**src/rtl/dac_serial_pkg.sv**
```systemverilog
package dac_serial_pkg;

  // Width of a counter that must reach the value n inclusive.
  function automatic int count_width(input int n);
    int w;
    w = 1;
    while ((1 << w) <= n) w++;
    return w;
  endfunction

  typedef enum logic [1:0] {
    LD_IDLE    = 2'd0,
    LD_PENDING = 2'd1
  } load_state_e;

endpackage

```
**src/rtl/dac_serial_sync.sv**
```systemverilog
module dac_serial_sync #(
  parameter int          WIDTH   = 4,
  parameter int          STAGES  = 2,
  parameter logic [WIDTH-1:0] IDLE = '0
) (
  input  logic             clk,
  input  logic             rst,
  input  logic [WIDTH-1:0] d_async,
  output logic [WIDTH-1:0] d_sync
);

  logic [WIDTH-1:0] stage_q [STAGES];

  always_ff @(posedge clk) begin
    if (rst) stage_q[0] <= IDLE;
    else     stage_q[0] <= d_async;
  end

  for (genvar i = 1; i < STAGES; i++) begin : g_stage
    always_ff @(posedge clk) begin
      if (rst) stage_q[i] <= IDLE;
      else     stage_q[i] <= stage_q[i-1];
    end
  end

  assign d_sync = stage_q[STAGES-1];

endmodule

```
**src/rtl/dac_serial_shifter.sv**
```systemverilog
module dac_serial_shifter
  import dac_serial_pkg::*;
#(
  parameter int FRAME_BITS = 16,
  parameter int CODE_BITS  = 12
) (
  input  logic                 clk,
  input  logic                 rst,
  input  logic                 frame_act,
  input  logic                 sclk_s,
  input  logic                 sdat_s,
  output logic [CODE_BITS-1:0] word_lo,
  output logic                 frame_first,
  output logic                 frame_done
);

  localparam int CNT_W = count_width(FRAME_BITS);
  localparam logic [CNT_W-1:0] LAST = CNT_W'(FRAME_BITS - 1);
  localparam logic [CNT_W-1:0] FULL = CNT_W'(FRAME_BITS);

  logic                 sclk_prev;
  logic                 fall;
  logic                 take;
  logic [CNT_W-1:0]     cnt_q;
  logic [CODE_BITS-1:0] sr_q;

  // Falling-edge detect on the synchronized bit clock (idles high).
  always_ff @(posedge clk) begin
    if (rst) sclk_prev <= 1'b1;
    else     sclk_prev <= sclk_s;
  end

  assign fall = sclk_prev & ~sclk_s;
  assign take = fall & frame_act & (cnt_q != FULL);

  // Bit counter: cleared whenever no frame is active.
  always_ff @(posedge clk) begin
    if (rst || !frame_act) cnt_q <= '0;
    else if (take)         cnt_q <= cnt_q + 1'b1;
  end

  // Only the last CODE_BITS bits are ever needed, so only they are kept.
  always_ff @(posedge clk) begin
    if (rst)       sr_q <= '0;
    else if (take) sr_q <= {sr_q[CODE_BITS-2:0], sdat_s};
  end

  assign word_lo     = sr_q;
  assign frame_first = take & (cnt_q == '0);
  assign frame_done  = take & (cnt_q == LAST);

  AST_CNT_BOUND: assert property (@(posedge clk) disable iff (rst)
    cnt_q <= FULL);

  AST_FULL_FREEZE: assert property (@(posedge clk) disable iff (rst)
    (cnt_q == FULL) |=> $stable(sr_q));

  AST_IDLE_NO_SHIFT: assert property (@(posedge clk) disable iff (rst)
    !frame_act |=> $stable(sr_q));

endmodule

```
**src/rtl/dac_serial_latch.sv**
```systemverilog
module dac_serial_latch
  import dac_serial_pkg::*;
#(
  parameter int CODE_BITS = 12
) (
  input  logic                 clk,
  input  logic                 rst,
  input  logic                 xfer_act,
  input  logic                 frame_first,
  input  logic                 frame_done,
  input  logic [CODE_BITS-1:0] word_lo,
  output logic [CODE_BITS-1:0] code
);

  load_state_e st_q;
  logic        do_load;

  assign do_load = xfer_act & (st_q == LD_PENDING);

  always_ff @(posedge clk) begin
    if (rst)                 st_q <= LD_IDLE;
    else if (frame_done)     st_q <= LD_PENDING;
    else if (do_load || frame_first) st_q <= LD_IDLE;
  end

  always_ff @(posedge clk) begin
    if (rst)          code <= '0;
    else if (do_load) code <= word_lo;
  end

  AST_RESET_ZERO: assert property (@(posedge clk)
    rst |=> (code == '0));

  AST_HOLD_STROBE_HIGH: assert property (@(posedge clk) disable iff (rst)
    !xfer_act |=> $stable(code));

  AST_HOLD_NOT_PENDING: assert property (@(posedge clk) disable iff (rst)
    (st_q == LD_IDLE) |=> $stable(code));

  AST_DONE_PENDS: assert property (@(posedge clk) disable iff (rst)
    frame_done |=> (st_q == LD_PENDING));

endmodule

```
**src/rtl/dac_serial_front.sv**
```systemverilog
module dac_serial_front #(
  parameter int FRAME_BITS  = 16,
  parameter int CODE_BITS   = 12,
  parameter int SYNC_STAGES = 2
) (
  input  logic                 clk,
  input  logic                 rst,
  input  logic                 frame_n,
  input  logic                 bit_clk,
  input  logic                 bit_dat,
  input  logic                 xfer_n,
  output logic [CODE_BITS-1:0] dac_code
);

  // Idle levels: frame, clock and strobe high, data low.
  localparam logic [3:0] IDLE = 4'b1110;

  logic [3:0]           raw;
  logic [3:0]           syn;
  logic [CODE_BITS-1:0] word_lo;
  logic                 frame_first;
  logic                 frame_done;

  assign raw = {frame_n, bit_clk, xfer_n, bit_dat};

  dac_serial_sync #(
    .WIDTH (4),
    .STAGES(SYNC_STAGES),
    .IDLE  (IDLE)
  ) u_sync (
    .clk    (clk),
    .rst    (rst),
    .d_async(raw),
    .d_sync (syn)
  );

  dac_serial_shifter #(
    .FRAME_BITS(FRAME_BITS),
    .CODE_BITS (CODE_BITS)
  ) u_shift (
    .clk        (clk),
    .rst        (rst),
    .frame_act  (~syn[3]),
    .sclk_s     (syn[2]),
    .sdat_s     (syn[0]),
    .word_lo    (word_lo),
    .frame_first(frame_first),
    .frame_done (frame_done)
  );

  dac_serial_latch #(
    .CODE_BITS(CODE_BITS)
  ) u_latch (
    .clk        (clk),
    .rst        (rst),
    .xfer_act   (~syn[1]),
    .frame_first(frame_first),
    .frame_done (frame_done),
    .word_lo    (word_lo),
    .code       (dac_code)
  );

endmodule

```
**config.mk**
```make
export PLATFORM = sky130hd
export DESIGN_NAME = dac_serial_front
export DESIGN_NICKNAME = d
export VERILOG_FILES = /design/src/rtl/dac_serial_pkg.sv /design/src/rtl/dac_serial_sync.sv /design/src/rtl/dac_serial_shifter.sv /design/src/rtl/dac_serial_latch.sv /design/src/rtl/dac_serial_front.sv
export SDC_FILE = /design/constraint.sdc
export NUM_CORES = 1
export LEC_CHECK = 0
export ABC_AREA = 1
export ABC_CLOCK_PERIOD_IN_PS = 2100
export BUFFER_PORTS_ARGS = -buffer_cell sky130_fd_sc_hd__clkbuf_2
export CELL_PAD_IN_SITES_DETAIL_PLACEMENT = 1
export CELL_PAD_IN_SITES_GLOBAL_PLACEMENT = 2
export CORE_AREA = 10 10 86 69
export DETAILED_ROUTE_END_ITERATION = 10
export DIE_AREA = 0 0 96 79
export PLACE_DENSITY_LB_ADDON = 0.12
export SYNTH_ARGS = -nofsm -noshare
export SYNTH_HDL_FRONTEND = slang
export SYNTH_SLANG_ARGS = --single-unit
```
**constraint.sdc**
```tcl
create_clock -name clk -period 2.1 [get_ports clk]
set_input_delay 0.105 -clock clk [delete_from_list [all_inputs] [get_ports clk]]
set_output_delay 0.105 -clock clk [all_outputs]
set_load 0.1 [all_outputs]
```
* After elaboration in Yosys (flattened, before gate mapping) *
Memory sizes are Yosys's and may differ from the RTL's.
Index checks and enable logic that the tools add are counted.

storage, ports and cells
  register bits = 31
  RAM bits = 8
  input bits = 6
  logic and storage cells = 31
  memories = 1

memory list
  memory          words  bits a word  rd ports  clocked after Yosys merged registers in  wr ports  RTL line               source
  u_sync.stage_q  2      4            2         0                                        2         dac_serial_sync.sv:12  logic [WIDTH-1:0] stage_q [STAGES];

operators by class
  add/sub/neg operators = 1
  equality and inequality tests = 2
  muxes and demuxes = 7
  bitwise operators = 11
  reduce and logical (&&, ||, !) cells = 4

operator list
  operator                                                               count
  4-bit two-way mux                                                      2
  1-bit bitwise AND                                                      6
  5-bit by 1-bit adder with 5-bit output, second input constant          1
  5-bit by 4-bit equality test with 1-bit output, second input constant  1
  5-bit zero test                                                        1
  1-bit two-way mux                                                      5
  5-bit inequality test, second input constant                           1
  1-bit inverter                                                         3
  1-bit logical OR                                                       2
  1-bit bitwise OR                                                       2
  2-bit nonzero test                                                     1

* Depth between registers and ports, before layout *
Gate-level depths: netlist (run 1).
An unclocked memory read counts as a cell.

  depth after elaboration = 9
  depth in mapped cells = 8
  gate-level depth less buffers = 8

* Modules after synthesis *
Synthesis (run 1) repeated with hierarchy kept, for this count alone.

unflattened totals
  cell total of the unflattened synthesis = 204
  area total of the unflattened synthesis = 1634.1 um^2

modules (own cells, without submodules)
  module              instances  cells each  area an instance (um^2)  seq. area each (um^2)
  dac_serial_shifter  1          118         922.1                    360.3
  dac_serial_latch    1          59          478.0                    260.2
  dac_serial_sync     1          25          226.5                    160.2
  dac_serial_front    1          2           7.5                      0.0

* Least setup slack after synthesis (run 1) *
OpenSTA, ideal clock, no wires.

  path kind = register -> register
  start point = register, netlist name u_latch.code[0]
  end point = register u_latch.code[0]
  arrival = 1.218 ns
  data required time = 2.033 ns
  slack = 0.815 ns
  stages on the path, launching flop included = 3
  buffers on the path = 0
  path through = dfxtp_1 o21ai_0 nor2_1

RTL lines
  element               RTL line                source
  end signal, assigned  dac_serial_latch.sv:28  else if (do_load) code <= word_lo;
  end, declared         dac_serial_latch.sv:12  output logic [CODE_BITS-1:0] code

* Worst setup path after layout (run 1) *
  start point = register u_shift.cnt_q[0]
  end point = register u_shift.cnt_q[4]

between the ends
  word-level cells in the longest chain between the ends = 2

ends and longest elaborated chain
  element                                                                         RTL line                  source
  start, declared                                                                 dac_serial_shifter.sv:24  logic [CNT_W-1:0] cnt_q;
  start signal, assigned                                                          dac_serial_shifter.sv:39  else if (take) cnt_q <= cnt_q + 1'b1;
  branches (longest 2 deep; another with 5-bit by 1-bit adder with 5-bit output)  -

Parallel ways; which one is timed is not known.
A chain may end at the register's enable or synchronous reset.

==> results of run 1 <==
-- flip-flops by register name, summed over array words and instances (netlist names) --
name and cells:
u_shift.word_lo 12, u_shift.cnt_q 5, u_latch.st_q 1, u_sync.stage_q 8
u_latch.code 12, u_shift.sclk_prev 1
-- power by group through the flow --
stage | clock, uW | combinational (uW) | sequential, uW
finish | 501 | 40.7 | 755
global route | 568 | 47.5 | 756
CTS | 525 | 40.1 | 755
detailed placement | 0 | 35.7 | 772
global placement | 0 | 34.8 | 772
floorplan | 0 | 26.4 | 771
-- worst max-delay path by stage --
| stage | from | to | slack (ps) | cells after the start |
|---|---|---|---|---|
| floorplan | u_latch.code[0]$_SDFFE_PP0P_ | u_latch.code[0]$_SDFFE_PP0P_ | 810 | 2 |
| global placement | u_shift.cnt_q[0]$_SDFFE_PP0P_ | u_shift.cnt_q[4]$_SDFFE_PP0P_ | 780 | 8 |
| detailed placement | u_shift.cnt_q[0]$_SDFFE_PP0P_ | u_shift.cnt_q[4]$_SDFFE_PP0P_ | 710 | 8 |
| CTS | u_shift.cnt_q[0]$_SDFFE_PP0P_ | u_shift.cnt_q[4]$_SDFFE_PP0P_ | 690 | 8 |
| global route | u_shift.cnt_q[0]$_SDFFE_PP0P_ | u_shift.cnt_q[4]$_SDFFE_PP0P_ | 510 | 8 |
| finish | u_shift.cnt_q[0]$_SDFFE_PP0P_ | u_shift.cnt_q[4]$_SDFFE_PP0P_ | 700 | 8 |
-- critical path, cell delays in order (launching register included) --
cell	delay (ps)
dfxtp_1	360
inv_1	80
ha_1	230
nand3_2	140
nand2_4	140
inv_4	180
nand2_1	70
nand2_1	60
nor2_1	40
-- layer usage --
| layer | GRT usage, % | wire length, um | vias to the layer above |
|---|---|---|---|
| met3 | 5.26 | 246 | 5 |
| li1 | - | - | 603 |
| met1 | 10.4 | 1460 | 521 |
| met2 | 13.7 | 1310 | 23 |
| met5 | 0 | 0 | - |
| met4 | 3.53 | 45 | 0 |
-- per-stage QoR --
step                      setup WS (ps)  power, uW  instance area [sq um]  instances
after global placement              776        807                   1570        247
final                               700       1300                   1690        258
after floorplan                     815        797                   1440        179
after global routing                514       1370                   1690        258
after detailed placement            710        808                   1570        247
after CTS                           693       1320                   1680        257
-- cell type report --
class | instances | area [sq um]
clock buffers | 6 | 82.6
multi-input cells | 121 | 573
flip-flops and latches | 39 | 781
clock inverters | 1 | 5.00
well taps | 57 | 71.3
fillers | 550 | 2620
inverters | 12 | 47.5
repair buffers | 22 | 133
-- synthesized netlist by cell type, drive strengths merged --
cell / n
dfxtp: 39
buf: 3
clkbuf: 4
o21bai: 1
inv: 12
ha: 3
nand3: 5
nor2: 64
a21boi: 1
nand4: 1
xor2: 1
a21oi: 1
or2: 6
o21ai: 26
nand2: 12
-- logic make-up (layout without fill, tap and decap cells) --
| group | count (synthesis) | after routing | synth area share (%) |
|---|---|---|---|
| and+or+nand+nor | 88 | 88 | 26.1 |
| DFF | 39 | 39 | 54.1 |
| AOI/OAI and AO/OA | 29 | 29 | 10.4 |
| buffers and inverters | 19 | 41 | 6.16 |
| adders and majority gates | 3 | 3 | 2.60 |
| xor gates and xnor gates | 1 | 1 | 0.607 |
-- cells in the final DEF (no fill, tap or decap), types with 3 or more instances in the layout --
master and count:
clkbuf_2 17, clkbuf_8 6, dfxtp_1 39, dlygate4sd3_1 4, ha_1 3, inv_1 11
nand2_1 11, nand3_1 4, nor2_1 62, o21ai_0 22, o21ai_1 4, or2_2 6
==> results.cfg, run 1 <==
[finish]
synthToLayoutAreaGrowth_pct = 17.3
diodes = 0
nets = 210
drive_gt1_share_pct = 17.9
final_util_pct = 39.3

[pwr]
swShare_pct = 20.9
power.leakage_uw = 0.000730
clock_power_share_pct = 38.7
comb_power_share_pct = 3.1
power_density_nw_per_um2 = 766
peakVddDrop_v = 0.000276
p_int_uw = 1030
p_seq_share_pct = 58.2
p_switching_uw = 271

[clocking]
hold_buffers = 3
root_buffer = clkbuf_8
htreeDepth = 2
cts_buffers = 5
ctsResizeCount = 0
post_cts_buffers = 0
clk_pin_slew_worst_paths_ps = 70
cts.sinks = 39
cts_max_path_buffers = 2
clk_latency_ps = 280
tritoncts = yes

[setup_path]
crit_type = reg -> reg
critPathMaxFanout = 16
required_ps = 2280
critPathCaptureType = flip-flop
ff2ff_path_depth = 8
ff2ff_setup_slack_ps = 700
reg2reg_from = u_shift.cnt_q[0]$_SDFFE_PP0P_
crit_path_start_kind = flip-flop
worst_r2r_endpoint = u_shift.cnt_q[4]$_SDFFE_PP0P_
cp.arrival_ps = 1580

[detailed_routing]
wl_per_cell_um = 11.9
viasPerCell = 4.47
drt_wl_total_um = 3070
drc_errors = 0
first_pass_iters = 4
drt_iter0_drc = 59
drtAntennaViolNets = 0
vias = 1152

[logic_synthesis]
synth_warnings = 0
synthTopCellsByArea = dfxtp_1 54%, nor2_1 16%, o21ai_0 7.6%
yosysUniqueCellTypes = 22
ys_ff_latch = 39
synth_sequential_area_ratio_pct = 54.1
avgSynthCellArea_sq_um = 8.06
synthCells = 179
yosysTopAreaCell = dfxtp_1
netlist_area_sq_um = 1440
synth_top_cell_area_share_pct = 54.1
synth_nets = 188

[place]
place_congestion = 0.795
portBuffers = 17
hpwl_um = 2240

[global_route]
grt_start_max_net_pins = 26
grt_pass1_vias = 1225
grt_pass1_wl_um = 5440
antenna_found_initial = 0
track_usage_pct = 9.10
overflow = 0

[status]
status = finished clean

[floorplanning]
initial_utilization_pct = 33.5
core_sq_um = 4310
dieArea_sq_um = 7580
die_h_um = 79
ioPinCount = 18
die_w_um = 96
rows = 21

[sta]
skew_ps = 3.28
hold_slack_ps = 134
slew_headroom_pct = 60.6
hold_violations = 0
worstMarginPinSlew_ps = 590
setup_violations = 0
drv_slew = 0
finalCritPeriodShare_pct = 66.7
fin_crit_ps = 1400
rsz0062_at_grt = false
max_freq_ghz = 0.714
setup_tns_ps = 0

[min_path]
hold_end = u_sync.stage_q[1][0]$_SDFF_PP0_
hold_path_depth = 2
min_from = rst
min_path_type = in -> reg

[job]
drv_cap = 0
No activity file was read; power rests on OpenSTA's default activity.
==> inputs of run 2 (changes only) <==
--- a/config.mk
+++ b/config.mk
@@ -5,14 +5,14 @@
 export SDC_FILE = /design/constraint.sdc
 export NUM_CORES = 1
 export LEC_CHECK = 0
-export ABC_AREA = 1
-export ABC_CLOCK_PERIOD_IN_PS = 2100
+export ABC_AREA = 0
+export ABC_CLOCK_PERIOD_IN_PS = 1100
 export BUFFER_PORTS_ARGS = -buffer_cell sky130_fd_sc_hd__clkbuf_2
 export CELL_PAD_IN_SITES_DETAIL_PLACEMENT = 1
 export CELL_PAD_IN_SITES_GLOBAL_PLACEMENT = 2
-export CORE_AREA = 10 10 86 69
+export CORE_AREA = 10 10 92 74
 export DETAILED_ROUTE_END_ITERATION = 10
-export DIE_AREA = 0 0 96 79
+export DIE_AREA = 0 0 102 84
 export PLACE_DENSITY_LB_ADDON = 0.12
 export SYNTH_ARGS = -nofsm -noshare
 export SYNTH_HDL_FRONTEND = slang
==> constraint.sdc (replaced) <==
create_clock -name clk -period 1.1 [get_ports clk]
set_input_delay 0.055 -clock clk [delete_from_list [all_inputs] [get_ports clk]]
set_output_delay 0.055 -clock clk [all_outputs]
set_load 0.1 [all_outputs]
==> run 2 against run 1 <==
Effect of this change:
- the flow now finishes with violations (setup timing)
- via count grew 16%
- sequential power up 89%
- critical path depth down 2
- core utilization grew 9.1 points
- worst hold slack got worse by 78 ps
- non-clock buffer count up 25
- critical path type unchanged
==> results.cfg, run 2 <==
[status]
status = finished, violations left
violations = setup timing

[finish]
drive_gt1_share_pct = 53.5
synthToLayoutAreaGrowth_pct = 69.3
layout_commonest_cell = nand2_1
diodes = 0
nets = 221
final_cell_mix = 28 x nand2_1, 22 x dfxtp_1, 19 x a21oi_1
design_area_sq_um = 2480
stdcell_count = 275

[setup_path]
required_ps = 1280
reg2reg_from = u_shift.cnt_q[0]$_SDFFE_PP0P_
startpoint = u_shift.cnt_q[0]$_SDFFE_PP0P_
cp_common_cell = ha_4
crit_path_start_kind = flip-flop
cpPeakStageDelay_ps = 340
critPathMaxFanout = 3
crit_slowest_cell = dfxtp_2
crit_type = reg -> reg
path_cells = buf_4, ha_4, and3_4, ha_4, nor2_1, a32o_1
cp.arrival_ps = 1610
critPathCaptureType = flip-flop

[sta]
hold_slack_ps = 55.7
setup_tns_ps = -4730
max_freq_ghz = 0.700
skew_ps = 8.60
fin_crit_ps = 1430
slew_headroom_pct = 83.0
finalCritPeriodShare_pct = 130
drv_slew = 0
setup_slack_ps = -329
worstMarginPinSlew_ps = 254
setup_violations = 18
rsz0062_at_grt = true
hold_violations = 0

[floorplanning]
die_w_um = 102
core_sq_um = 5120
die_h_um = 84
initial_utilization_pct = 28.6
rows = 23
ioPinCount = 18
dieArea_sq_um = 8570

[detailed_routing]
viasPerCell = 4.88
drtAntennaViolNets = 0
drt_wl_total_um = 4320
drt_iter0_drc = 59
wl_per_cell_um = 15.7
first_pass_iters = 4
vias = 1341
drc_errors = 0

[pwr]
power_density_nw_per_um2 = 1050
peakVddDrop_v = 0.000518
fin_total_pwr_uw = 2610
power.leakage_uw = 0.000827

[global_route]
antenna_found_initial = 0
grt_pass1_wl_um = 7470
track_usage_pct = 11.0
overflow = 0
grt_pass1_vias = 1494
grt_start_max_net_pins = 33

[min_path]
min_from = rst
min_path_type = in -> reg

[job]
drv_cap = 0

[logic_synthesis]
synth_nets = 178
ys_top_cells_by_count = 39 x dfxtp_1, 29 x nand2_1, 27 x a21oi_1
ys_ff_latch = 39
synthTopCellsByArea = dfxtp_1 53%, a21oi_1 9.2%, nand2_1 7.4%
yosys.cell_count.top_type = dfxtp_1
synth_top_cell_area_share_pct = 53.4
yosysUniqueCellTypes = 25
avgSynthCellArea_sq_um = 8.65
synth_warnings = 0
synth_edf_count = 0
netlist_area_sq_um = 1460
async_flop_share_pct = 0
yosysTopAreaCell = dfxtp_1
synthCells = 169
synth_sequential_area_ratio_pct = 53.4
synthFlopType = dfxtp_1

[place]
dpl-instance-area_sq_um = 1990
place_congestion = 0.736
dp.cells = 256
hpwl_um = 2710
portBuffers = 17

[clocking]
htreeDepth = 2
tritoncts = yes
clk_latency_ps = 290
cts_max_path_buffers = 2
clk_pin_slew_worst_paths_ps = 80
root_buffer = clkbuf_8
cts_buffers = 5
cts.sinks = 39
-- run 2: logic make-up after synthesis --
family,after synthesis,share of synthesized area (%)
AOI/OAI and AO/OA,45,16.3
DFF,39,53.4
muxes,1,0.684
buffers and inverters,16,4.19
adders and majority gates,3,2.57
and+or+nand+nor,65,22.9
-- run 2: report_power, final --
group / switching [uW] / internal (uW) / leakage, uW
Combinational: 42.9 / 43.5 / 0.000454
Clock: 522 / 571 / 0.0000505
Sequential: 6.22 / 1420 / 0.000323
-- run 2: final timing paths --
path	slack (ps)	endpoint	cells past startpoint
worst max-delay path	-330	u_shift.cnt_q[4]$_SDFFE_PP0P_	6
worst min-delay path	60	u_shift.sclk_prev$_SDFF_PP1_	2
worst max register to register	-330	u_shift.cnt_q[4]$_SDFFE_PP0P_	6
worst min register to register	420	u_sync.stage_q[1][3]$_SDFF_PP1_	1
-- run 2: final cells by class --
| class | instances | area [sq um] |
|---|---|---|
| fillers | 540 | 2650 |
| multi-input cells | 114 | 861 |
| flip-flops and latches | 39 | 802 |
| repair buffers | 47 | 613 |
| clock buffers | 7 | 96.3 |
| well taps | 62 | 77.6 |
| inverters | 5 | 18.8 |
| clock inverters | 1 | 7.51 |
-- run 2: worst max-delay path: cells and delay by family, from the launching register on --
kind            cells  cell delay (ps)
fa+ha+maj           2              410
flops               1              340
simple gates        2              230
compound gates      1              190
buf+inv             1              140
-- run 2: stage by stage --
stage | util (%) | worst slack, ps
2_1_floorplan | - | -339
3_3_place_gp | 38.8 | -329
3_5_place_dp | 38.8 | -401
4_1_cts | 45.7 | -326
5_1_grt | 48.3 | -371
6_report | 48.3 | -329
-- run 2: routing by layer --
layer	part of all wire [%]	track usage, %
met1	45	12.9
met2	49	17.9
met3	4.2	3.48
met4	1.5	4.48
met5	0	0
-- run 2: repair_timing --
item	4_1_cts	5_1_grt
resized for setup	45	33
setup endpoints to repair	18	20
pin swaps	11	9
cloned	2	0
buffers inserted	4	4
endpoints found under the hold margin	4	0
hold buffers	4	0
